[src/rtl/rg_pkg.sv]
package rg_pkg;
    localparam int CFG_W       = 32;
    localparam int ID_FIELD_LO = 10;
    localparam int ID_COUNT    = 16;

    typedef enum logic [1:0] {
        ACC_READ  = 2'd0,
        ACC_WRITE = 2'd1,
        ACC_EXEC  = 2'd2,
        ACC_NONE  = 2'd3
    } acc_e;

    typedef enum logic [1:0] {
        FLD_LOWER = 2'd0,
        FLD_UPPER = 2'd1,
        FLD_PERM  = 2'd2,
        FLD_NONE  = 2'd3
    } fld_e;
endpackage

[src/rtl/rg_range_cell.sv]
module rg_range_cell
    import rg_pkg::*;
#(
    parameter int ADDR_W  = 32,
    parameter int BLK_LSB = 10,
    parameter int PID_W   = 4
) (
    input  logic              clk,
    input  logic              rst_n,
    input  logic              wr_en,
    input  logic [1:0]        wr_fld,
    input  logic [CFG_W-1:0]  wr_data,
    input  logic [ADDR_W-1:0] chk_addr,
    input  logic [PID_W-1:0]  chk_pid,
    input  logic              chk_super,
    input  logic [1:0]        chk_kind,
    output logic              hit_o,
    output logic              veto_o
);
    localparam int BW = ADDR_W - BLK_LSB;

    typedef struct packed {
        logic [BW-1:0]    lower;
        logic [BW-1:0]    upper;
        logic [CFG_W-1:0] perm;
    } cell_t;

    cell_t cell_d, cell_q;

    always_comb begin
        cell_d = cell_q;
        if (wr_en) begin
            case (fld_e'(wr_fld))
                FLD_LOWER: cell_d.lower = wr_data[ADDR_W-1:BLK_LSB];
                FLD_UPPER: cell_d.upper = wr_data[ADDR_W-1:BLK_LSB];
                FLD_PERM:  cell_d.perm  = wr_data;
                default:   cell_d = cell_q;
            endcase
        end
    end

    always_ff @(posedge clk) begin
        if (!rst_n) cell_q <= '0;
        else        cell_q <= cell_d;
    end

    logic [BW-1:0]       blk;
    logic [ID_COUNT-1:0] id_mask;
    logic [2:0]          rwx;
    logic                id_on;
    logic                grant;

    always_comb begin
        blk     = chk_addr[ADDR_W-1:BLK_LSB];
        id_mask = cell_q.perm[ID_FIELD_LO +: ID_COUNT];
        id_on   = id_mask[chk_pid];
        rwx     = chk_super ? cell_q.perm[5:3] : cell_q.perm[2:0];
        case (acc_e'(chk_kind))
            ACC_READ:  grant = rwx[2];
            ACC_WRITE: grant = rwx[1];
            ACC_EXEC:  grant = rwx[0];
            default:   grant = 1'b0;
        endcase
        hit_o  = (blk >= cell_q.lower) && (blk <= cell_q.upper);
        veto_o = hit_o && id_on && !grant;
    end

    // a permission write lands at the next edge
    a_r11_perm_write: assert property (@(posedge clk) disable iff (!rst_n)
        (wr_en && wr_fld == FLD_PERM) |=> (cell_q.perm == $past(wr_data)));

    // an all-zero permission word never vetoes
    a_r3_zero_perm: assert property (@(posedge clk) disable iff (!rst_n)
        (cell_q.perm == '0) |-> !veto_o);
endmodule

[src/rtl/rg_fault_log.sv]
module rg_fault_log #(
    parameter int ADDR_W = 32,
    parameter int PID_W  = 4
) (
    input  logic              clk,
    input  logic              rst_n,
    input  logic              fault_i,
    input  logic              clear_i,
    input  logic [ADDR_W-1:0] addr_i,
    input  logic [PID_W-1:0]  pid_i,
    input  logic              super_i,
    input  logic [1:0]        kind_i,
    output logic              valid_o,
    output logic              ovf_o,
    output logic [ADDR_W-1:0] addr_o,
    output logic [PID_W-1:0]  pid_o,
    output logic              super_o,
    output logic [1:0]        kind_o
);
    typedef struct packed {
        logic              valid;
        logic              ovf;
        logic [ADDR_W-1:0] addr;
        logic [PID_W-1:0]  pid;
        logic              sup;
        logic [1:0]        kind;
    } log_t;

    log_t log_d, log_q;

    always_comb begin
        log_d = log_q;
        if (clear_i) begin
            log_d.valid = 1'b0;
            log_d.ovf   = 1'b0;
        end
        if (fault_i) begin
            if (!log_d.valid) begin
                log_d.valid = 1'b1;
                log_d.addr  = addr_i;
                log_d.pid   = pid_i;
                log_d.sup   = super_i;
                log_d.kind  = kind_i;
            end else begin
                log_d.ovf = 1'b1;
            end
        end
    end

    always_ff @(posedge clk) begin
        if (!rst_n) log_q <= '0;
        else        log_q <= log_d;
    end

    assign valid_o = log_q.valid;
    assign ovf_o   = log_q.ovf;
    assign addr_o  = log_q.addr;
    assign pid_o   = log_q.pid;
    assign super_o = log_q.sup;
    assign kind_o  = log_q.kind;

    // a pending fault persists until cleared
    a_r7_irq_holds: assert property (@(posedge clk) disable iff (!rst_n)
        (log_q.valid && !clear_i) |=> log_q.valid);

    // later faults do not overwrite the capture
    a_r8_first_kept: assert property (@(posedge clk) disable iff (!rst_n)
        (log_q.valid && !clear_i) |=> ($stable(log_q.addr) && $stable(log_q.pid)));

    // overflow only follows an existing capture
    a_r8_ovf_after_capture: assert property (@(posedge clk) disable iff (!rst_n)
        $rose(log_q.ovf) |-> $past(log_q.valid));

    // a clear with no new fault empties the log
    a_r9_clear_empties: assert property (@(posedge clk) disable iff (!rst_n)
        (clear_i && !fault_i) |=> (!log_q.valid && !log_q.ovf));
endmodule

[src/rtl/range_guard.sv]
module range_guard
    import rg_pkg::*;
#(
    parameter int NUM_RANGES = 4,
    parameter int ADDR_W     = 32,
    parameter int BLK_LSB    = 10,
    parameter int PID_W      = 4,
    localparam int IDX_W     = (NUM_RANGES > 1) ? $clog2(NUM_RANGES) : 1
) (
    input  logic              clk,
    input  logic              rst_n,
    input  logic              cfg_we,
    input  logic [IDX_W-1:0]  cfg_idx,
    input  logic [1:0]        cfg_sel,
    input  logic [CFG_W-1:0]  cfg_wdata,
    input  logic              eoi_we,
    input  logic [CFG_W-1:0]  eoi_data,
    input  logic              req_valid,
    input  logic [ADDR_W-1:0] req_addr,
    input  logic [PID_W-1:0]  req_pid,
    input  logic              req_super,
    input  logic [1:0]        req_type,
    output logic              req_allow,
    output logic              fault_irq,
    output logic              flt_valid,
    output logic              flt_overflow,
    output logic [ADDR_W-1:0] flt_addr,
    output logic [PID_W-1:0]  flt_pid,
    output logic              flt_super,
    output logic [1:0]        flt_type
);
    logic [NUM_RANGES-1:0] hit_vec;
    logic [NUM_RANGES-1:0] veto_vec;

    for (genvar g = 0; g < NUM_RANGES; g++) begin : g_cell
        rg_range_cell #(
            .ADDR_W (ADDR_W),
            .BLK_LSB(BLK_LSB),
            .PID_W  (PID_W)
        ) u_cell (
            .clk      (clk),
            .rst_n    (rst_n),
            .wr_en    (cfg_we && (cfg_idx == IDX_W'(g))),
            .wr_fld   (cfg_sel),
            .wr_data  (cfg_wdata),
            .chk_addr (req_addr),
            .chk_pid  (req_pid),
            .chk_super(req_super),
            .chk_kind (req_type),
            .hit_o    (hit_vec[g]),
            .veto_o   (veto_vec[g])
        );
    end

    logic fault_now;
    logic clear_now;

    always_comb begin
        req_allow = ~|veto_vec;
        fault_now = req_valid && !req_allow;
        clear_now = eoi_we && (eoi_data == '0);
    end

    rg_fault_log #(
        .ADDR_W(ADDR_W),
        .PID_W (PID_W)
    ) u_log (
        .clk    (clk),
        .rst_n  (rst_n),
        .fault_i(fault_now),
        .clear_i(clear_now),
        .addr_i (req_addr),
        .pid_i  (req_pid),
        .super_i(req_super),
        .kind_i (req_type),
        .valid_o(flt_valid),
        .ovf_o  (flt_overflow),
        .addr_o (flt_addr),
        .pid_o  (flt_pid),
        .super_o(flt_super),
        .kind_o (flt_type)
    );

    assign fault_irq = flt_valid;

    // no covering range means the request passes
    a_r1_outside_allows: assert property (@(posedge clk) disable iff (!rst_n)
        (hit_vec == '0) |-> req_allow);

    // a valid denied request raises the interrupt next cycle
    a_r7_deny_raises: assert property (@(posedge clk) disable iff (!rst_n)
        (req_valid && !req_allow) |=> fault_irq);

    // no fault is logged without a valid request
    a_r10_idle_quiet: assert property (@(posedge clk) disable iff (!rst_n)
        (!req_valid && !flt_valid) |=> !flt_valid);
endmodule

[config.mk]
export PLATFORM = sky130hd
export DESIGN_NAME = range_guard
export DESIGN_NICKNAME = d
export VERILOG_FILES = /design/src/rtl/rg_pkg.sv /design/src/rtl/rg_range_cell.sv /design/src/rtl/rg_fault_log.sv /design/src/rtl/range_guard.sv
export SDC_FILE = /design/constraint.sdc
export NUM_CORES = 1
export LEC_CHECK = 0
export CAP_MARGIN = 5
export CORE_UTILIZATION = 40
export CTS_CLUSTER_DIAMETER = 150
export DETAILED_ROUTE_END_ITERATION = 10
export DONT_BUFFER_PORTS = 1
export SKIP_CTS_REPAIR_TIMING = 1
export SYNTH_ARGS = -nofsm -noshare
export SYNTH_HDL_FRONTEND = slang
export SYNTH_SLANG_ARGS = --single-unit
[constraint.sdc]
create_clock -name clk -period 3.64 [get_ports clk]
set_input_delay 0.182 -clock clk [delete_from_list [all_inputs] [get_ports clk]]
set_output_delay 0.182 -clock clk [all_outputs]
set_load 0.005 [all_outputs]
==> flow_summary.toml <==
[yosys]
synth-edff-count = 0
synth_area_leaders = "dfxtp_1 (37%), nand2_1 (15%), ha_1 (13%)"
yosysWarnings = 0
netlist_top_cells_count = "nand2_1 (661), dfxtp_1 (305), a21boi_0 (264), inv_1 (178), ha_1 (176)"
synth_largest_area_cell = "dfxtp_1"
syn_nets = 2350
syn_inst = 2062
synthArstFlopShare = 0
synth_top_area_frac = 0.368
postSynthAreaPerCell_sq_um = 8.05
yosysMostFrequentCell = "nand2_1"
synth.cell_area_sq_um = 16600
yosysUniqueCellTypes = 50
ys_ff_latch = 305
synth-seq-area-share = 0.368
synth_ff_type = "dfxtp_1"

[critical_path]
end_kind = "output pin"
reg2reg_slack_ns = 0.42
cp.required_ns = 3.46
reg2reg_from = "g_cell[2].u_cell.cell_q[43]"
r2r_cells = 11
startpoint_type = "flop"
arrival_ns = 3.08
crit_type = "reg2out"
r2r_end = "u_log.valid_o"
cp_max_fo = 3

[routing]
wl_um = 49100
vias_per_cell = 5.23
antenna_left = 0
num_vias = 14100
drc = 0
avgRoutedWirePerCell_um = 18.2
drtIter0Drc = 802
first_pass_iters = 5

[sta]
slew_headroom = 0.272
whs_ns = 0.0723
hold_viol = 0
slew_violations = 0
worstMarginPinSlew_ns = 1.09
tns_ns = 0
worst_clock_skew_ns = 0.0299
post-route-period-util = 0.895
worst_slack_ns = 0.381
setup_violations = 0
rsz0062_at_grt = "no"
clock.fmax_mhz = 307
period_minus_slack_ns = 3.26

[floorplanning]
die_h_um = 206
fp.dieW_um = 206
io_pins = 155
initial_utilization = 0.406
rows = 74
die-area_sq_um = 42300
core-area_sq_um = 40800

[clock_tree]
clk_latency_ns = 0.56
cts_tree = "built"
cts.path.max_buffers = 3
h-tree-depth = 2
numCtsBuffers = 37
clkTransAtPathRegs_ns = 0.06
cts.sinks = 305
clock-root-buffer = "clkbuf_16"

[place]
place_congestion = 0.909
hpwl_um = 31000
preCtsSetupSlack_ns = 0.560
port_buffers = 0

[power]
peakVddDrop_mv = 0.296
power_density_nw_per_um2 = 398
leakage_uw = 0.00695

[global_routing]
antenna_found_initial = 5
grt_overflow_total = 0
grt_max_degree = 345
grt_pass1_vias = 13200
grt_pass1_wl_um = 71100
grt_usage = 0.218

[cells_and_area]
syn_to_final_growth_pct = 18.4
nets = 2430
drive_above_1_share = 0.0489

[worst_hold_path]
whs_path_depth = 4
hold-path-endpoint = "g_cell[2].u_cell.cell_q[68]"
min_path_type = "in2reg"
hp-start = "cfg_sel[1]"

[run_status]
status = "complete, no violations"

[run]
maxCapViolCount = 0
logic make-up (layout without fill, tap and decap cells):
logic type | after synthesis | count (layout) | synth area share
compound gates | 417 | 417 | 0.176
flops | 305 | 305 | 0.368
buf+inv | 303 | 408 | 0.0710
mux | 70 | 70 | 0.0575
other cells | 0 | 3 | 0
simple gates | 791 | 791 | 0.195
fa+ha+maj | 176 | 176 | 0.133
registers in the layout, summed over array words and instances, names as in the netlist:
| register | flops |
|---|---|
| u_log.kind_o | 2 |
| g_cell.u_cell.cell_q | 264 |
| u_log.addr_o | 32 |
| u_log.super_o | 1 |
| u_log.ovf_o | 1 |
| u_log.pid_o | 4 |
| u_log.valid_o | 1 |
routing by layer:
metal,vias to the layer above,wire (um),global-route usage
met2,393,22700,0.364
met3,88,3250,0.0461
met5,-,9,0
met1,6634,21600,0.275
met4,2,1450,0.0817
li1,7006,-,-
worst max path at each step:
stage | start | end | slack, ns | cells after the start
after floorplan | g_cell[0].u_cell.cell_q[35] | u_log.kind_o[0] | 1.04 | 12
after global placement | g_cell[1].u_cell.cell_q[49] | u_log.addr_o[6] | 0.62 | 11
after detailed placement | g_cell[0].u_cell.cell_q[75] | u_log.addr_o[1] | 0.56 | 10
after CTS | g_cell[0].u_cell.cell_q[52] | req_allow | 0.40 | 9
after global routing | g_cell[2].u_cell.cell_q[45] | req_allow | 0.22 | 9
final | g_cell[2].u_cell.cell_q[43] | req_allow | 0.38 | 9
cell usage in the layout, fill, tap and decap left out, types with 6 or more instances in the layout:
cell	n
nand2_1	661
dfxtp_1	305
a21boi_0	264
inv_1	178
ha_1	176
dlygate4sd3_1	149
a21oi_1	70
mux2i_1	47
clkbuf_16	37
nand4_1	25
o21ai_0	24
nor2_1	22
mux4_2	20
a21o_1	18
nand3_1	17
buf_4	14
nor4_1	12
nand2b_1	12
a211oi_1	10
and4_1	9
nor3_1	9
clkbuf_8	9
nor2b_1	8
clkinv_2	6
clkbuf_1	6
worst max-delay path: stages, from the launching register on:
cell and delay, ns:
dfxtp_1 0.34, inv_1 0.05, ha_1 0.29, nand4_1 0.18, nor3_1 0.35, o31ai_1 0.21
a31oi_1 0.16, o21ai_0 0.11, a32oi_1 0.56, and2_1 0.27
through the flow:
| step | area [sq um] | util | power (uW) | cells |
|---|---|---|---|---|
| 2_1_floorplan | 16600 | - | 3970 | 2062 |
| 3_3_place_gp | 16900 | 0.414 | 3970 | 2485 |
| 3_5_place_dp | 16900 | 0.414 | 4000 | 2485 |
| 4_1_cts | 18100 | 0.444 | 7690 | 2549 |
| 5_1_grt | 19600 | 0.481 | 8130 | 2702 |
| 6_report | 19600 | 0.481 | 7830 | 2702 |
where the power goes:
| part | total [uW] | internal, uW | switching [uW] |
|---|---|---|---|
| registers | 3430 | 3400 | 34.0 |
| logic | 711 | 323 | 387 |
| clock network | 3690 | 2200 | 1480 |
layout make-up:
class,instances,area (sq um)
clock inverters,12,135
diodes,3,7.51
inverters,179,672
flip-flops and latches,305,6110
fillers,3937,21200
multi-input cells,1454,9340
well taps,532,666
clock buffers,52,1070
repair buffers,165,1640
(Power assumes the default switching activity.)
